--- src/rtl/cfgwd_pkg.sv ---
package cfgwd_pkg;

  typedef enum logic [1:0] {
    GATE_LOCKED = 2'd0,
    GATE_HALF   = 2'd1,
    GATE_OPEN   = 2'd2
  } gate_state_e;

  // Key values written to the index port
  localparam logic [7:0] KEY_OPEN  = 8'h87;
  localparam logic [7:0] KEY_CLOSE = 8'hAA;

  // Index values
  localparam logic [7:0] IX_PAGE  = 8'h07;
  localparam logic [7:0] IX_ENAB  = 8'h30;
  localparam logic [7:0] IX_UNIT  = 8'hF5;
  localparam logic [7:0] IX_COUNT = 8'hF6;
  localparam logic [7:0] IX_SRC   = 8'hF7;

  localparam logic [7:0] PAGE_WDOG = 8'h08;

  // Implemented bits of each control register
  localparam logic [7:0] ENAB_MASK = 8'h01;
  localparam logic [7:0] UNIT_MASK = 8'h08;
  localparam logic [7:0] SRC_MASK  = 8'hC0;

  localparam int ENAB_BIT  = 0;
  localparam int UNIT_BIT  = 3;
  localparam int KBD_BIT   = 6;
  localparam int MOUSE_BIT = 7;

endpackage

--- src/rtl/cfgwd_gate.sv ---
module cfgwd_gate
  import cfgwd_pkg::*;
(
  input  logic       clk,
  input  logic       rst_n,
  input  logic       idx_wr,
  input  logic       dat_wr,
  input  logic [7:0] wdata,
  output logic       open_o,
  output logic [7:0] index_o,
  output logic [7:0] page_o
);

  gate_state_e state_q;
  logic [7:0]  index_q;
  logic [7:0]  page_q;

  always_ff @(posedge clk) begin
    if (!rst_n) begin
      state_q <= GATE_LOCKED;
      index_q <= 8'h00;
      page_q  <= 8'h00;
    end else begin
      unique case (state_q)
        GATE_LOCKED: begin
          if (idx_wr && wdata == KEY_OPEN) state_q <= GATE_HALF;
        end
        GATE_HALF: begin
          if (idx_wr && wdata == KEY_OPEN) state_q <= GATE_OPEN;
          else if (idx_wr || dat_wr)       state_q <= GATE_LOCKED;
        end
        GATE_OPEN: begin
          if (idx_wr) begin
            if (wdata == KEY_CLOSE) state_q <= GATE_LOCKED;
            else                    index_q <= wdata;
          end
          if (dat_wr && index_q == IX_PAGE) page_q <= wdata;
        end
        default: state_q <= GATE_LOCKED;
      endcase
    end
  end

  assign open_o  = (state_q == GATE_OPEN);
  assign index_o = index_q;
  assign page_o  = page_q;


  open_key_chk: assert property (@(posedge clk) disable iff (!rst_n)
    $rose(open_o) |-> $past(idx_wr && wdata == KEY_OPEN));


  close_key_chk: assert property (@(posedge clk) disable iff (!rst_n)
    (open_o && idx_wr && wdata == KEY_CLOSE) |=> !open_o);


  locked_page_chk: assert property (@(posedge clk) disable iff (!rst_n)
    (!open_o) |=> $stable(page_o));

endmodule

--- src/rtl/cfgwd_regs.sv ---
module cfgwd_regs
  import cfgwd_pkg::*;
(
  input  logic       clk,
  input  logic       rst_n,
  input  logic       sel_wd,
  input  logic       dat_wr,
  input  logic [7:0] index,
  input  logic [7:0] wdata,
  output logic       enab,
  output logic       unit_min,
  output logic       kbd_src,
  output logic       mouse_src,
  output logic       cnt_ld,
  output logic [7:0] ctl_rdata
);

  logic [7:0] enab_q, unit_q, src_q;
  logic       wr_ok;

  assign wr_ok = sel_wd && dat_wr;

  always_ff @(posedge clk) begin
    if (!rst_n) begin
      enab_q <= 8'h00;
      unit_q <= 8'h00;
      src_q  <= 8'h00;
    end else if (wr_ok) begin
      if (index == IX_ENAB) enab_q <= wdata & ENAB_MASK;
      if (index == IX_UNIT) unit_q <= wdata & UNIT_MASK;
      if (index == IX_SRC)  src_q  <= wdata & SRC_MASK;
    end
  end

  always_comb begin
    unique case (index)
      IX_ENAB: ctl_rdata = enab_q;
      IX_UNIT: ctl_rdata = unit_q;
      IX_SRC:  ctl_rdata = src_q;
      default: ctl_rdata = 8'h00;
    endcase
  end

  assign enab      = enab_q[ENAB_BIT];
  assign unit_min  = unit_q[UNIT_BIT];
  assign kbd_src   = src_q[KBD_BIT];
  assign mouse_src = src_q[MOUSE_BIT];
  assign cnt_ld    = wr_ok && index == IX_COUNT;


  locked_ctl_chk: assert property (@(posedge clk) disable iff (!rst_n)
    (!sel_wd) |=> ($stable(enab) && $stable(unit_min) && $stable(kbd_src) && $stable(mouse_src)));


  ctl_bits_chk: assert property (@(posedge clk) disable iff (!rst_n)
    $countones(enab_q & ~ENAB_MASK) == 0 && $countones(src_q & ~SRC_MASK) == 0);

endmodule

--- src/rtl/cfgwd_counter.sv ---
module cfgwd_counter #(
  parameter int SECS_PER_MIN = 60
) (
  input  logic       clk,
  input  logic       rst_n,
  input  logic       enab,
  input  logic       unit_min,
  input  logic       kbd_src,
  input  logic       mouse_src,
  input  logic       kbd_evt,
  input  logic       mouse_evt,
  input  logic       sec_tick,
  input  logic       ld,
  input  logic [7:0] ld_val,
  output logic [7:0] count_o,
  output logic       timeout_o
);

  localparam int PW = (SECS_PER_MIN > 2) ? $clog2(SECS_PER_MIN) : 1;
  localparam logic [PW-1:0] PHASE_LAST = PW'(SECS_PER_MIN - 1);

  logic [7:0]    count_q, reload_q;
  logic [PW-1:0] phase_q;
  logic          timeout_q;
  logic          reload;
  logic          run;

  assign reload = (kbd_src && kbd_evt) || (mouse_src && mouse_evt);
  assign run    = enab && count_q != 8'h00 && sec_tick;

  always_ff @(posedge clk) begin
    if (!rst_n) begin
      count_q   <= 8'h00;
      reload_q  <= 8'h00;
      phase_q   <= '0;
      timeout_q <= 1'b0;
    end else if (ld) begin
      count_q   <= ld_val;
      reload_q  <= ld_val;
      phase_q   <= '0;
      timeout_q <= 1'b0;
    end else if (reload) begin
      count_q   <= reload_q;
      phase_q   <= '0;
      timeout_q <= 1'b0;
    end else if (run) begin
      if (unit_min && phase_q != PHASE_LAST) begin
        phase_q <= phase_q + 1'b1;
      end else begin
        phase_q <= '0;
        count_q <= count_q - 8'd1;
        if (count_q == 8'd1) timeout_q <= 1'b1;
      end
    end
  end

  assign count_o   = count_q;
  assign timeout_o = timeout_q;


  timeout_zero_chk: assert property (@(posedge clk) disable iff (!rst_n)
    timeout_o |-> count_o == 8'h00);


  timeout_rise_chk: assert property (@(posedge clk) disable iff (!rst_n)
    $rose(timeout_o) |-> $past(count_o) == 8'd1);


  no_climb_chk: assert property (@(posedge clk) disable iff (!rst_n)
    (count_o > $past(count_o)) |-> $past(ld || reload));


  host_wins_chk: assert property (@(posedge clk) disable iff (!rst_n)
    ld |=> (count_o == $past(ld_val) && !timeout_o));

endmodule

--- src/rtl/cfgport_watchdog.sv ---
module cfgport_watchdog
  import cfgwd_pkg::*;
#(
  parameter logic [7:0] IDX_PORT     = 8'h2E,
  parameter int         SECS_PER_MIN = 60
) (
  input  logic       clk,
  input  logic       rst_n,
  input  logic       io_wr,
  input  logic       io_rd,
  input  logic [7:0] io_addr,
  input  logic [7:0] io_wdata,
  output logic [7:0] io_rdata,
  output logic       io_rvalid,
  input  logic       sec_tick,
  input  logic       kbd_evt,
  input  logic       mouse_evt,
  output logic       wdt_timeout
);

  localparam logic [7:0] DAT_PORT = IDX_PORT + 8'd1;

  logic       idx_wr, dat_wr, idx_rd, dat_rd;
  logic       gate_open;
  logic [7:0] index, page;
  logic       sel_wd;
  logic       enab, unit_min, kbd_src, mouse_src, cnt_ld;
  logic [7:0] ctl_rdata, count;
  logic [7:0] rdata_d, rdata_q;
  logic       rvalid_q;

  assign idx_wr = io_wr && io_addr == IDX_PORT;
  assign dat_wr = io_wr && io_addr == DAT_PORT;
  assign idx_rd = io_rd && io_addr == IDX_PORT;
  assign dat_rd = io_rd && io_addr == DAT_PORT;
  assign sel_wd = gate_open && page == PAGE_WDOG;

  cfgwd_gate u_gate (
    .clk     (clk),
    .rst_n   (rst_n),
    .idx_wr  (idx_wr),
    .dat_wr  (dat_wr),
    .wdata   (io_wdata),
    .open_o  (gate_open),
    .index_o (index),
    .page_o  (page)
  );

  cfgwd_regs u_regs (
    .clk       (clk),
    .rst_n     (rst_n),
    .sel_wd    (sel_wd),
    .dat_wr    (dat_wr),
    .index     (index),
    .wdata     (io_wdata),
    .enab      (enab),
    .unit_min  (unit_min),
    .kbd_src   (kbd_src),
    .mouse_src (mouse_src),
    .cnt_ld    (cnt_ld),
    .ctl_rdata (ctl_rdata)
  );

  cfgwd_counter #(.SECS_PER_MIN(SECS_PER_MIN)) u_cnt (
    .clk       (clk),
    .rst_n     (rst_n),
    .enab      (enab),
    .unit_min  (unit_min),
    .kbd_src   (kbd_src),
    .mouse_src (mouse_src),
    .kbd_evt   (kbd_evt),
    .mouse_evt (mouse_evt),
    .sec_tick  (sec_tick),
    .ld        (cnt_ld),
    .ld_val    (io_wdata),
    .count_o   (count),
    .timeout_o (wdt_timeout)
  );

  always_comb begin
    if (!gate_open) begin
      rdata_d = 8'hFF;
    end else if (idx_rd) begin
      rdata_d = index;
    end else if (index == IX_PAGE) begin
      rdata_d = page;
    end else if (!sel_wd) begin
      rdata_d = 8'h00;
    end else if (index == IX_COUNT) begin
      rdata_d = count;
    end else begin
      rdata_d = ctl_rdata;
    end
  end

  always_ff @(posedge clk) begin
    if (!rst_n) begin
      rdata_q  <= 8'h00;
      rvalid_q <= 1'b0;
    end else begin
      rvalid_q <= idx_rd || dat_rd;
      if (idx_rd || dat_rd) rdata_q <= rdata_d;
    end
  end

  assign io_rdata  = rdata_q;
  assign io_rvalid = rvalid_q;


  locked_read_chk: assert property (@(posedge clk) disable iff (!rst_n)
    io_rvalid |-> ($past(gate_open) || io_rdata == 8'hFF));


  rvalid_lag_chk: assert property (@(posedge clk) disable iff (!rst_n)
    (io_rd && (io_addr == IDX_PORT || io_addr == DAT_PORT)) |=> io_rvalid);

endmodule

--- config.mk ---
export PLATFORM = sky130hd
export DESIGN_NAME = cfgport_watchdog
export DESIGN_NICKNAME = d
export VERILOG_FILES = /design/src/rtl/cfgwd_pkg.sv /design/src/rtl/cfgwd_gate.sv /design/src/rtl/cfgwd_regs.sv /design/src/rtl/cfgwd_counter.sv /design/src/rtl/cfgport_watchdog.sv
export SDC_FILE = /design/constraint.sdc
export NUM_CORES = 1
export LEC_CHECK = 0
export BUFFER_PORTS_ARGS = -buffer_cell sky130_fd_sc_hd__buf_2
export CAP_MARGIN = 20
export CORE_UTILIZATION = 30
export CTS_BUF_LIST = sky130_fd_sc_hd__clkbuf_8 sky130_fd_sc_hd__clkbuf_16
export CTS_CLUSTER_SIZE = 10
export DETAILED_ROUTE_END_ITERATION = 6
export HOLD_SLACK_MARGIN = 0.05
export PLACE_DENSITY = 0.53
export SLEW_MARGIN = 20
export SYNTH_ARGS = -nofsm -noshare
export SYNTH_HDL_FRONTEND = slang
export SYNTH_SLANG_ARGS = --single-unit
--- constraint.sdc ---
create_clock -name clk -period 3.1 [get_ports clk]
set_input_delay 0.62 -clock clk [delete_from_list [all_inputs] [get_ports clk]]
set_output_delay 0.62 -clock clk [all_outputs]
set_load 0.01 [all_outputs]
==> summary.txt <==
Total GRT Usage = 16.5%
PD cells = 384 nW/um^2
Comb power frac = 3.9%
clk slew on worst S/H paths = 0.10 ns
syn_area_per_cell = 8.60 um^2
Die ar. = 9680 um^2
FF-to-FF End = u_cnt.count_o[2]$_SDFFE_PN0P_
CTS Buffer Depth = 2
DIE WIDTH = 98.4 um
vias = 2549
ANT cells = 0
Post-Syn Area = 2790 um^2
core area = 8850 um^2
Worst VDD drop = 141 uV
residual DRC count = 0
critical path arrival = 2.39 ns
Critical Path Start = u_gate.page_o[1]$_SDFFE_PN0P_
Reg-to-Reg Start = u_gate.page_o[1]$_SDFFE_PN0P_
Setup crit start kind = flip-flop
Synth Area in Simple Gates = 27.9%
hold buffer count at cts = 0
ys async rst share = 0%
post-DP HPWL = 5570 um
Syn Nets = 351
top cells by area, synth = dfxtp_1 (39%), mux2i_1 (7.2%), nand2_1 (5.9%)
largest net degree at the start of global routing = 38
Synth Flop Type = dfxtp_1
mux contribution to synthesized area = 7.59%
post-synth top area cell = dfxtp_1
wire per inst = 16.5 um
post-CTS resize count = 0
Setup CP Type = reg2reg
CP Data Required Time = 3.27 ns
DRT Wirelength = 7640 um
share of the yosys chip area belonging to registers = 38.8%
Yosys reg bits = 54
most common cell in the netlist = dfxtp_1
DR vias/cell = 5.51
GRT met1 Usage = 23.5%
synthesized instance count = 324
Min-Delay Path Class = reg2reg
number of synthesized flops with an enable pin = 0
gp weighted congestion = 0.797
CTS tree = built
Setup crit end = u_cnt.count_o[2]$_SDFFE_PN0P_
routing usage on met3 = 2.51%
post-synth top area share = 38.8%
Num CTS Buffers = 5
peak fanout along the critical path = 16
adder-cell area share of the yosys netlist = 1.80%
Setup-failing EPs final = 0
area grow syn2layout = 13.4%
gr busiest metal = met2
fillcell total = 958
antenna viol nets, final = 0
switch share = 22.0%
Std-Cell Rows = 34
Port Buffers = 32
final hold violation count = 0
Synth cell types = 50
Fmax achieved = 452 MHz
gr ovfl total = 0
# Max-Cap Violations = 0
Max Transition Viols Final = 0
P_sw = 0.266 mW
Ys Warns = 0
initial core utilization = 31.5%
unrepaired setup endpoints after global routing = false
TNS Setup = 0 ns
initial antenna violation count = 0
postcts setup bufs = 0
layout cells sized above 1 = 16.6%
first-pass GRT wire length = 12600 um
hold_ws = 0.457 ns
complex-gate fraction of the synthesized area = 16.8%
min cycle time layout = 2.21 ns
I/O pins = 33
LEAKAGE = 1.21 nW
Reg2Reg Depth = 6
Worst-Skew Late Latency = 0.31 ns
Post-DP Area = 3050 um^2
R2R Setup Slk = 0.89 ns
sequential fraction of design power = 57.2%
Nets = 381
Slew @ Worst Pin = 0.883 ns
final period utilization = 71.4%
Starting DRT DRC Count = 251
clock share of power = 38.9%
Crit. End Element = flip-flop
TritonCTS Sinks = 54
vias in the first global route = 2408
htree depth = 2
largest family of logic cells by synthesized area = simple AND/OR/NAND/NOR gates
max_slew headroom = 40.6%
root buffer cell = clkbuf_8
synthesized-area fraction occupied by xor and xnor cells = 2.83%
drt first pass iters = 6
commonest cells in the netlist = dfxtp_1 (54), nand2_1 (44), nor2_1 (33)
fin area = 3160 um^2
clock skew = 0.00958 ns
run status = finished, final reports clean
GR Util met2 = 25.3%
P_int = 0.946 mW
die height = 98.4 um
[how the worst min path moves through the flow]
stage                              startpoint                              to  slack (ns)  cells past startpoint
2_1_floorplan  u_gate.state_q[1]$_SDFFE_PN0P_  u_gate.state_q[0]$_SDFFE_PN0P_        0.42                      1
3_3_place_gp   u_cnt.reload_q[0]$_SDFFE_PN0P_  u_cnt.reload_q[0]$_SDFFE_PN0P_        0.44                      2
3_5_place_dp   u_cnt.reload_q[0]$_SDFFE_PN0P_  u_cnt.reload_q[0]$_SDFFE_PN0P_        0.45                      2
4_1_cts        u_cnt.reload_q[0]$_SDFFE_PN0P_  u_cnt.reload_q[0]$_SDFFE_PN0P_        0.46                      2
5_1_grt        u_cnt.reload_q[1]$_SDFFE_PN0P_  u_cnt.reload_q[1]$_SDFFE_PN0P_        0.48                      2
6_report       u_cnt.reload_q[0]$_SDFFE_PN0P_  u_cnt.reload_q[0]$_SDFFE_PN0P_        0.46                      2
[metal layers]
metal  share of wire [%]  vias up
met2                  43       83
li1                    -     1255
met1                  50     1205
met3                 5.7        6
met4                 1.2        0
met5                   0        -
[power groups by stage]
stage	Combinational, mW	Clock [mW]	Sequential (mW)
after global placement	0.0467	0	0.710
final	0.0470	0.472	0.694
after detailed placement	0.0472	0	0.710
after global routing	0.0511	0.518	0.694
after floorplan	0.0168	0	0.710
after CTS	0.0473	0.489	0.694
[area by class of cell]
type	count	area (um^2)	share of cell area (%)
Timing Repair Buffer	39	213	6.73
Tap cell	108	135	4.28
Inverter	9	33.8	1.07
Multi-Input combinational cell	245	1590	50.2
Sequential cell	54	1080	34.2
Clock buffer	5	68.8	2.18
Clock inverter	3	41.3	1.31
[critical path, cell delays in order (launching register included)]
cell     delay (ns)
dfxtp_1        0.37
nor4b_1        0.43
nand4_1        0.26
nor4_2         0.27
buf_4          0.25
or3_1          0.38
a31oi_1        0.13
[cell usage in the layout, fill, tap and decap left out, types with 2 or more instances in the layout]
cell / instances
ha_1: 4
a22oi_1: 3
or3_1: 6
nand4_1: 8
dfxtp_1: 54
mux2i_1: 20
nor3b_1: 3
o211ai_1: 5
nor2b_1: 2
a22o_1: 2
and3_1: 2
nor4_2: 2
clkbuf_8: 5
and2_1: 2
nand2b_1: 8
xor2_1: 3
o21ai_0: 3
nor4b_1: 2
buf_2: 32
nor3_2: 4
a21oi_1: 13
a221oi_1: 2
and4_1: 3
nand2_1: 44
and4b_1: 2
inv_1: 9
a31oi_1: 14
o311ai_0: 8
o221ai_1: 2
o41ai_1: 6
nor3_1: 7
buf_4: 7
nand3_1: 12
nor2_1: 33
xnor2_1: 6
[sequential cells by signal, summed over array words and instances (netlist names)]
| register | flops |
|---|---|
| u_gate.page_o | 8 |
| u_cnt.count_o | 8 |
| io_rvalid | 1 |
| u_cnt.timeout_o | 1 |
| u_regs.src_q | 2 |
| u_gate.index_o | 8 |
| u_regs.enab_q | 1 |
| u_cnt.phase_q | 6 |
| u_cnt.reload_q | 8 |
| u_gate.state_q | 2 |
| u_regs.unit_q | 1 |
| io_rdata | 8 |
[per-stage QoR]
stage	utilization [%]	setup WS, ns	instances	power (mW)
floorplan	-	0.976	324	0.727
global placement	34.5	0.720	455	0.757
detailed placement	34.5	0.621	455	0.757
CTS	35.7	0.908	463	1.23
global route	35.7	0.744	463	1.26
finish	35.7	0.885	463	1.21
[logic make-up (layout without fill, tap and decap cells)]
family / after synthesis / count (layout)
compound gates: 65 / 65
fa+ha+maj: 4 / 4
flops: 54 / 54
mux: 21 / 21
simple gates: 146 / 146
buf+inv: 25 / 56
xor+xnor: 9 / 9
Note: power is estimated with default switching activity, not from simulation.
